File: config.mk
export PLATFORM = sky130hd
export DESIGN_NAME = dma_chan_regs
export DESIGN_NICKNAME = d
export VERILOG_FILES = /design/src/rtl/dma_regs_pkg.sv /design/src/rtl/dma_flptr.sv /design/src/rtl/dma_chan_slot.sv /design/src/rtl/dma_chan_regs.sv
export SDC_FILE = /design/constraint.sdc
export NUM_CORES = 1
export LEC_CHECK = 0
export ABC_AREA = 1
export BUFFER_PORTS_ARGS = -buffer_cell sky130_fd_sc_hd__buf_2
export CORE_MARGIN = 4
export CORE_UTILIZATION = 40
export CTS_CLUSTER_DIAMETER = 60
export DETAILED_ROUTE_END_ITERATION = 10
export PLACE_DENSITY = 0.63
export SETUP_SLACK_MARGIN = 0.4
export SYNTH_ARGS = -nofsm -noshare
export SYNTH_HDL_FRONTEND = slang
export SYNTH_SLANG_ARGS = --single-unit
File: constraint.sdc
create_clock -name clk -period 1.8 [get_ports clk]
set_clock_uncertainty 0.2 [all_clocks]
set_input_delay 0.36 -clock clk [delete_from_list [all_inputs] [get_ports clk]]
set_output_delay 0.36 -clock clk [all_outputs]
set_load 0.05 [all_outputs]
File: src/rtl/dma_regs_pkg.sv
package dma_regs_pkg;

    localparam int NCH    = 4;
    localparam int CH_W   = $clog2(NCH);
    localparam int ADDR_W = 16;
    localparam int CNT_W  = 14;
    localparam int KIND_W = 2;
    localparam int WORD_W = CNT_W + KIND_W;

    localparam logic [3:0] MODE_SLOT  = 4'h8;
    localparam int         RELOAD_DST = 2;
    localparam int         RELOAD_SRC = 3;

    typedef struct packed {
        logic [ADDR_W-1:0] addr;
        logic [KIND_W-1:0] kind;
        logic [CNT_W-1:0]  cnt;
    } chan_regs_t;

    typedef struct packed {
        logic           auto_ld;
        logic           stop_tc;
        logic           ext_wr;
        logic           rot_pri;
        logic [NCH-1:0] en;
    } mode_t;

    typedef enum logic [1:0] {
        TGT_NONE,
        TGT_CHAN,
        TGT_MODE
    } tgt_e;

    function automatic tgt_e decode_tgt(input logic [3:0] a);
        if (!a[3])
            return TGT_CHAN;
        else if (a == MODE_SLOT)
            return TGT_MODE;
        else
            return TGT_NONE;
    endfunction

    function automatic logic [7:0] pick_byte(input logic [15:0] w, input logic hi);
        return hi ? w[15:8] : w[7:0];
    endfunction

endpackage

File: src/rtl/dma_flptr.sv
module dma_flptr (
    input  logic clk,
    input  logic rst,
    input  logic step,
    input  logic clear,
    output logic hi
);
    always_ff @(posedge clk) begin
        if (rst || clear)
            hi <= 1'b0;
        else if (step)
            hi <= ~hi;
    end
endmodule

File: src/rtl/dma_chan_slot.sv
module dma_chan_slot
    import dma_regs_pkg::*;
(
    input  logic       clk,
    input  logic       rst,
    input  logic       wr_en,
    input  logic       wr_word,
    input  logic       wr_hi,
    input  logic [7:0] wr_byte,
    input  logic       upd,
    input  logic       reload_en,
    input  chan_regs_t reload_val,
    output chan_regs_t regs,
    output logic       tc_hit,
    output logic       carry
);
    logic       at_zero;
    logic       do_reload;
    chan_regs_t nxt;
    logic [WORD_W-1:0] word_tmp;

    assign at_zero   = (regs.cnt == '0);
    assign do_reload = upd && reload_en && at_zero;
    assign tc_hit    = upd && at_zero;
    assign carry     = upd && (do_reload || (&regs.addr[7:0]));

    always_comb begin
        nxt      = regs;
        word_tmp = '0;
        if (do_reload) begin
            nxt = reload_val;
        end else if (upd) begin
            nxt.addr = regs.addr + 1'b1;
            nxt.cnt  = regs.cnt - 1'b1;
        end
        if (wr_en) begin
            if (!wr_word) begin
                if (wr_hi) nxt.addr[15:8] = wr_byte;
                else       nxt.addr[7:0]  = wr_byte;
            end else begin
                word_tmp = {nxt.kind, nxt.cnt};
                if (wr_hi) word_tmp[15:8] = wr_byte;
                else       word_tmp[7:0]  = wr_byte;
                {nxt.kind, nxt.cnt} = word_tmp;
            end
        end
    end

    always_ff @(posedge clk) begin
        if (rst)
            regs <= '0;
        else
            regs <= nxt;
    end
endmodule

File: src/rtl/dma_chan_regs.sv
module dma_chan_regs
    import dma_regs_pkg::*;
(
    input  logic                clk,
    input  logic                rst,
    input  logic [3:0]          reg_addr,
    input  logic                cs,
    input  logic                rd_n,
    input  logic                wr_n,
    input  logic [7:0]          wr_data,
    output logic [7:0]          rd_data,
    input  logic                upd_stb,
    input  logic [CH_W-1:0]     act_ch,
    output logic [ADDR_W-1:0]   cur_addr,
    output logic [CNT_W-1:0]    cur_cnt,
    output logic [KIND_W-1:0]   cur_kind,
    output logic                cur_last,
    output logic                carry_hi,
    output logic [NCH-1:0]      ch_en,
    output logic                rot_pri,
    output logic                ext_wr,
    output logic                stop_on_tc,
    output logic                auto_ld
);
    logic            wr_acc;
    logic            rd_acc;
    tgt_e            tgt;
    logic [CH_W-1:0] sel_ch;
    logic            sel_word;
    logic            fl_hi;
    logic            rd_status;
    mode_t           mode_q;
    logic [NCH-1:0]  tc_flags;
    logic [NCH-1:0]  tc_v;
    logic [NCH-1:0]  carry_v;
    chan_regs_t      regs [NCH];
    chan_regs_t      cur;

    // Write has priority over read when both strobes are low
    assign wr_acc    = cs && !wr_n;
    assign rd_acc    = cs && !rd_n && wr_n;
    assign tgt       = decode_tgt(reg_addr);
    assign sel_ch    = reg_addr[CH_W:1];
    assign sel_word  = reg_addr[0];
    assign rd_status = rd_acc && (tgt == TGT_MODE);

    dma_flptr u_ptr (
        .clk  (clk),
        .rst  (rst),
        .step ((wr_acc || rd_acc) && (tgt == TGT_CHAN)),
        .clear(wr_acc && (tgt == TGT_MODE)),
        .hi   (fl_hi)
    );

    for (genvar i = 0; i < NCH; i++) begin : g_chan
        dma_chan_slot u_slot (
            .clk       (clk),
            .rst       (rst),
            .wr_en     (wr_acc && (tgt == TGT_CHAN) && (sel_ch == CH_W'(i))),
            .wr_word   (sel_word),
            .wr_hi     (fl_hi),
            .wr_byte   (wr_data),
            .upd       (upd_stb && (act_ch == CH_W'(i))),
            .reload_en ((i == RELOAD_DST) && mode_q.auto_ld),
            .reload_val(regs[RELOAD_SRC]),
            .regs      (regs[i]),
            .tc_hit    (tc_v[i]),
            .carry     (carry_v[i])
        );
    end

    always_ff @(posedge clk) begin
        if (rst) begin
            mode_q <= '0;
        end else if (wr_acc && (tgt == TGT_MODE)) begin
            mode_q <= mode_t'(wr_data);
        end else if (mode_q.stop_tc) begin
            mode_q.en <= mode_q.en & ~tc_v;
        end
    end

    always_ff @(posedge clk) begin
        if (rst)
            tc_flags <= '0;
        else
            tc_flags <= (rd_status ? '0 : tc_flags) | tc_v;
    end

    always_ff @(posedge clk) begin
        if (rst)
            carry_hi <= 1'b0;
        else
            carry_hi <= |carry_v;
    end

    always_comb begin
        rd_data = '0;
        case (tgt)
            TGT_CHAN: begin
                if (sel_word)
                    rd_data = pick_byte({regs[sel_ch].kind, regs[sel_ch].cnt}, fl_hi);
                else
                    rd_data = pick_byte(regs[sel_ch].addr, fl_hi);
            end
            TGT_MODE: rd_data = {{(8-NCH){1'b0}}, tc_flags};
            default:  rd_data = '0;
        endcase
    end

    assign cur        = regs[act_ch];
    assign cur_addr   = cur.addr;
    assign cur_cnt    = cur.cnt;
    assign cur_kind   = cur.kind;
    assign cur_last   = (cur.cnt == '0);
    assign ch_en      = mode_q.en & (mode_q.auto_ld ? NCH'(1 << RELOAD_DST) : {NCH{1'b1}});
    assign rot_pri    = mode_q.rot_pri;
    assign ext_wr     = mode_q.ext_wr;
    assign stop_on_tc = mode_q.stop_tc;
    assign auto_ld    = mode_q.auto_ld;
endmodule

==> metrics.txt <==
run status complete, but fails checks; failing checks setup timing; flops & latches, synth 142; total negative slack -29.74 ns; nets@finish 2352; sequential area share after synthesis 0.273; type of element launching the critical path register; Post-Synth Adder-Cell Area 0.0108; CP dominant cell by count o21ai_2; Slew headroom 0.707; EDFF count, synth 0; CP required 1.24 ns; Clock Pin Slew Worst Setup and Hold Paths 0.07 ns; via/cell ratio 6.00; final setup fails around 130; Max Cap Viol 0; largest area contributor in the netlist dfxtp_1; top cells by area, synth dfxtp_1 (27%), nand2_1 (15%), inv_1 (9.6%); number of nets with antenna violations after detailed routing 0; Hold Crit Class in2reg; P&R area growth vs syn 90.9%; Top Ports 70; max-slew violation count 0; Setup WS post-layout -0.642 ns; Synth Instances 1742; syn nets 1771; largest family of logic cells by synthesized area simple AND/OR/NAND/NOR gates; Initial Utilization 0.410; Max VDD drop 0.530 mV; Worst R2R Start g_chan[3].u_slot.regs[1]; R2R Path End g_chan[3].u_slot.regs[6]; I/O Buffers 69; Synth Area in XOR/XNOR 0.0311; PwrDens 542 nW/um^2; CTS tree done; Worst Hold End rot_pri; die height 169 microns; Post-Syn Area 10400 sq um; Initial DRC Count 2342; Final Hold Viols 0; Worst Min Path Start wr_data[4]; Critical Path Slowest Stage Cell dfxtp_2; GPL Wtd Cong 1.01; post-synth top area share 0.273; Final Util 0.783; WHS Path Cells 3; ys flop type dfxtp_1; critical path arrival 1.88 ns; maximum root-to-sink buffer count 2; Leakage 0.00893 uW; Max Freq 409 MHz; Tmin final 2.44 ns; Critical Path Start g_chan[0].u_slot.regs[24]; pre-CTS setup slack -0.878 ns; total grt overflow 0; Via Count 16000; DP Wirelength 40.1 mm; r2r setup slk -0.19 ns; WL/cell ~23 microns; CTS Buf Count 17; multiplexer share of the synthesized area 0; routed wire length 61.7 mm; Crit path largest cell delay 0.34 ns; initial antenna violation count 0; synthesized area per cell 5.98 sq um; crit path max fanout 2; FFs w/ async S/R, synth 0; clock latency on the worst-skew pair 0.45 ns; Worst-Margin Slew 0.439 ns; maximum number of pins on one net before global-route repair 57; Rows slightly below 60; router iterations before antenna repair 6; vias in the first global route 14100; die width 169 microns; CTS root buffer clkbuf_16; share of cells above drive strength 1 0.537; final total power 10800 uW; clock sink total around 140; Synth Area in Compound Gates 0.236; unrepaired setup endpoints after global routing yes; H-tree levels 4; Warnings, synthesis 0; final period utilization 1.36; Core Area 25400 sq um; DRC Markers 0; Synth cell types 36; global-route wire length before repair between 80 and 90 mm; post-synthesis simple-gate area fraction 0.320; critical path class reg2out; die area 28700 sq um; FF-to-FF path depth 9; crit-path cells inv_1, o22ai_2, o21ai_2, nand2_1, o21ai_2, buf_4, nand2_2, buf_8; Crit. End Element output port; all-layer global routing usage 0.375
## repair_timing
action | 4_1_cts | 5_1_grt
cloned | 8 | 10
hold buffers | 0 | 0
buffers inserted | 65 | 53
hold endpoints to repair | 0 | 0
resized for setup | 507 | 438
endpoints found under the setup margin | 192 | 192
pin swaps | 112 | 170
## placed cells by master (no fill, tap or decap), drive strengths merged
cell type,n
nor3,32
a311oi,2
dfxtp,142
nor2,172
nand4,29
nor4,1
bufinv,2
or2,4
o221ai,23
clkinv,6
a21oi,88
o211ai,22
xor2,35
nand3,128
a31oi,13
o2111ai,1
a22oi,36
buf,630
a31o,1
o21bai,6
ha,9
diode,2
clkinvlp,3
clkbuf,21
inv,275
a221oi,1
xnor2,2
o22ai,54
o21ai,170
nand2,425
a211oi,3
## flip-flops by register name (all words and copies together) (netlist names)
register / cells
rot_pri: 1
stop_on_tc: 1
u_ptr.hi: 1
ext_wr: 1
tc_flags: 4
g_chan.u_slot.regs: 128
auto_ld: 1
mode_q: 4
carry_hi: 1
## worst max-delay path: cells and delay by family (launching register included)
family	cells	cell delay (ns)
buf+inv	3	0.43
flops	1	0.34
compound gates	3	0.52
simple gates	2	0.15
## routing by layer
| metal | global-route usage | share of wire | vias to the layer above |
|---|---|---|---|
| met5 | 0 | 0 | - |
| met4 | 0.167 | 0.066 | 0 |
| met3 | 0.106 | 0.13 | 324 |
| met2 | 0.569 | 0.43 | 1205 |
| met1 | 0.499 | 0.37 | 7509 |
| li1 | - | - | 6972 |
## worst max-delay path by stage
stage | endpoint | slack (ns) | depth (start not counted)
final | rd_data[0] | -0.64 | 8
after global routing | rd_data[0] | -0.66 | 8
after CTS | rd_data[1] | -0.58 | 9
after detailed placement | rd_data[1] | -0.88 | 11
after global placement | rd_data[1] | -0.84 | 11
after floorplan | cur_last | -0.65 | 8
## through the flow
step | std cells | area [sq um] | hold WS, ns
after global routing | 2666 | 19900 | 0.133
after CTS | 2603 | 17900 | 0.123
after floorplan | 1742 | 11400 | 0.239
after detailed placement | 2498 | 15000 | 0.254
final | 2668 | 19900 | 0.148
after global placement | 2498 | 15000 | 0.250
## power by group
group,switching (uW),internal (uW)
Sequential,106,3260
Combinational,2040,1530
Clock,1690,2150
Total,3840,6930
## logic make-up (layout without fill, tap and decap cells)
| kind of cell | Yosys count | count (layout) |
|---|---|---|
| and+or+nand+nor | 785 | 791 |
| buffers and inverters | 349 | 937 |
| AOI/OAI and AO/OA | 420 | 420 |
| adders and majority gates | 9 | 9 |
| xor gates and xnor gates | 37 | 37 |
| DFF | 142 | 142 |
| other | 0 | 2 |
## cell usage after synthesis, types with 2 or more instances
| library cell | instances |
|---|---|
| a211oi_1 | 3 |
| a21oi_1 | 88 |
| a22oi_1 | 36 |
| a311oi_1 | 2 |
| a31oi_1 | 13 |
| buf_1 | 7 |
| buf_2 | 16 |
| buf_4 | 5 |
| clkbuf_1 | 48 |
| dfxtp_1 | 142 |
| ha_1 | 9 |
| inv_1 | 267 |
| inv_2 | 5 |
| nand2_1 | 415 |
| nand2_2 | 4 |
| nand3_1 | 127 |
| nand4_1 | 29 |
| nor2_1 | 156 |
| nor2_2 | 11 |
| nor2_4 | 5 |
| nor3_1 | 29 |
| nor3_2 | 3 |
| o211ai_1 | 22 |
| o21ai_0 | 170 |
| o21bai_1 | 6 |
| o221ai_1 | 23 |
| o22ai_1 | 54 |
| or2_2 | 4 |
| xnor2_1 | 2 |
| xor2_1 | 35 |
## cell type report
cell class / instances / area, sq um
flip-flops and latches: 142 / 2930
clock buffers: 19 / 453
clock inverters: 13 / 153
fillers: 1679 / 5500
well taps: 330 / 413
repair buffers: 632 / 5900
diodes: 2 / 5.00
inverters: 273 / 1150
multi-input cells: 1257 / 8880
(Power assumes the default switching activity.)
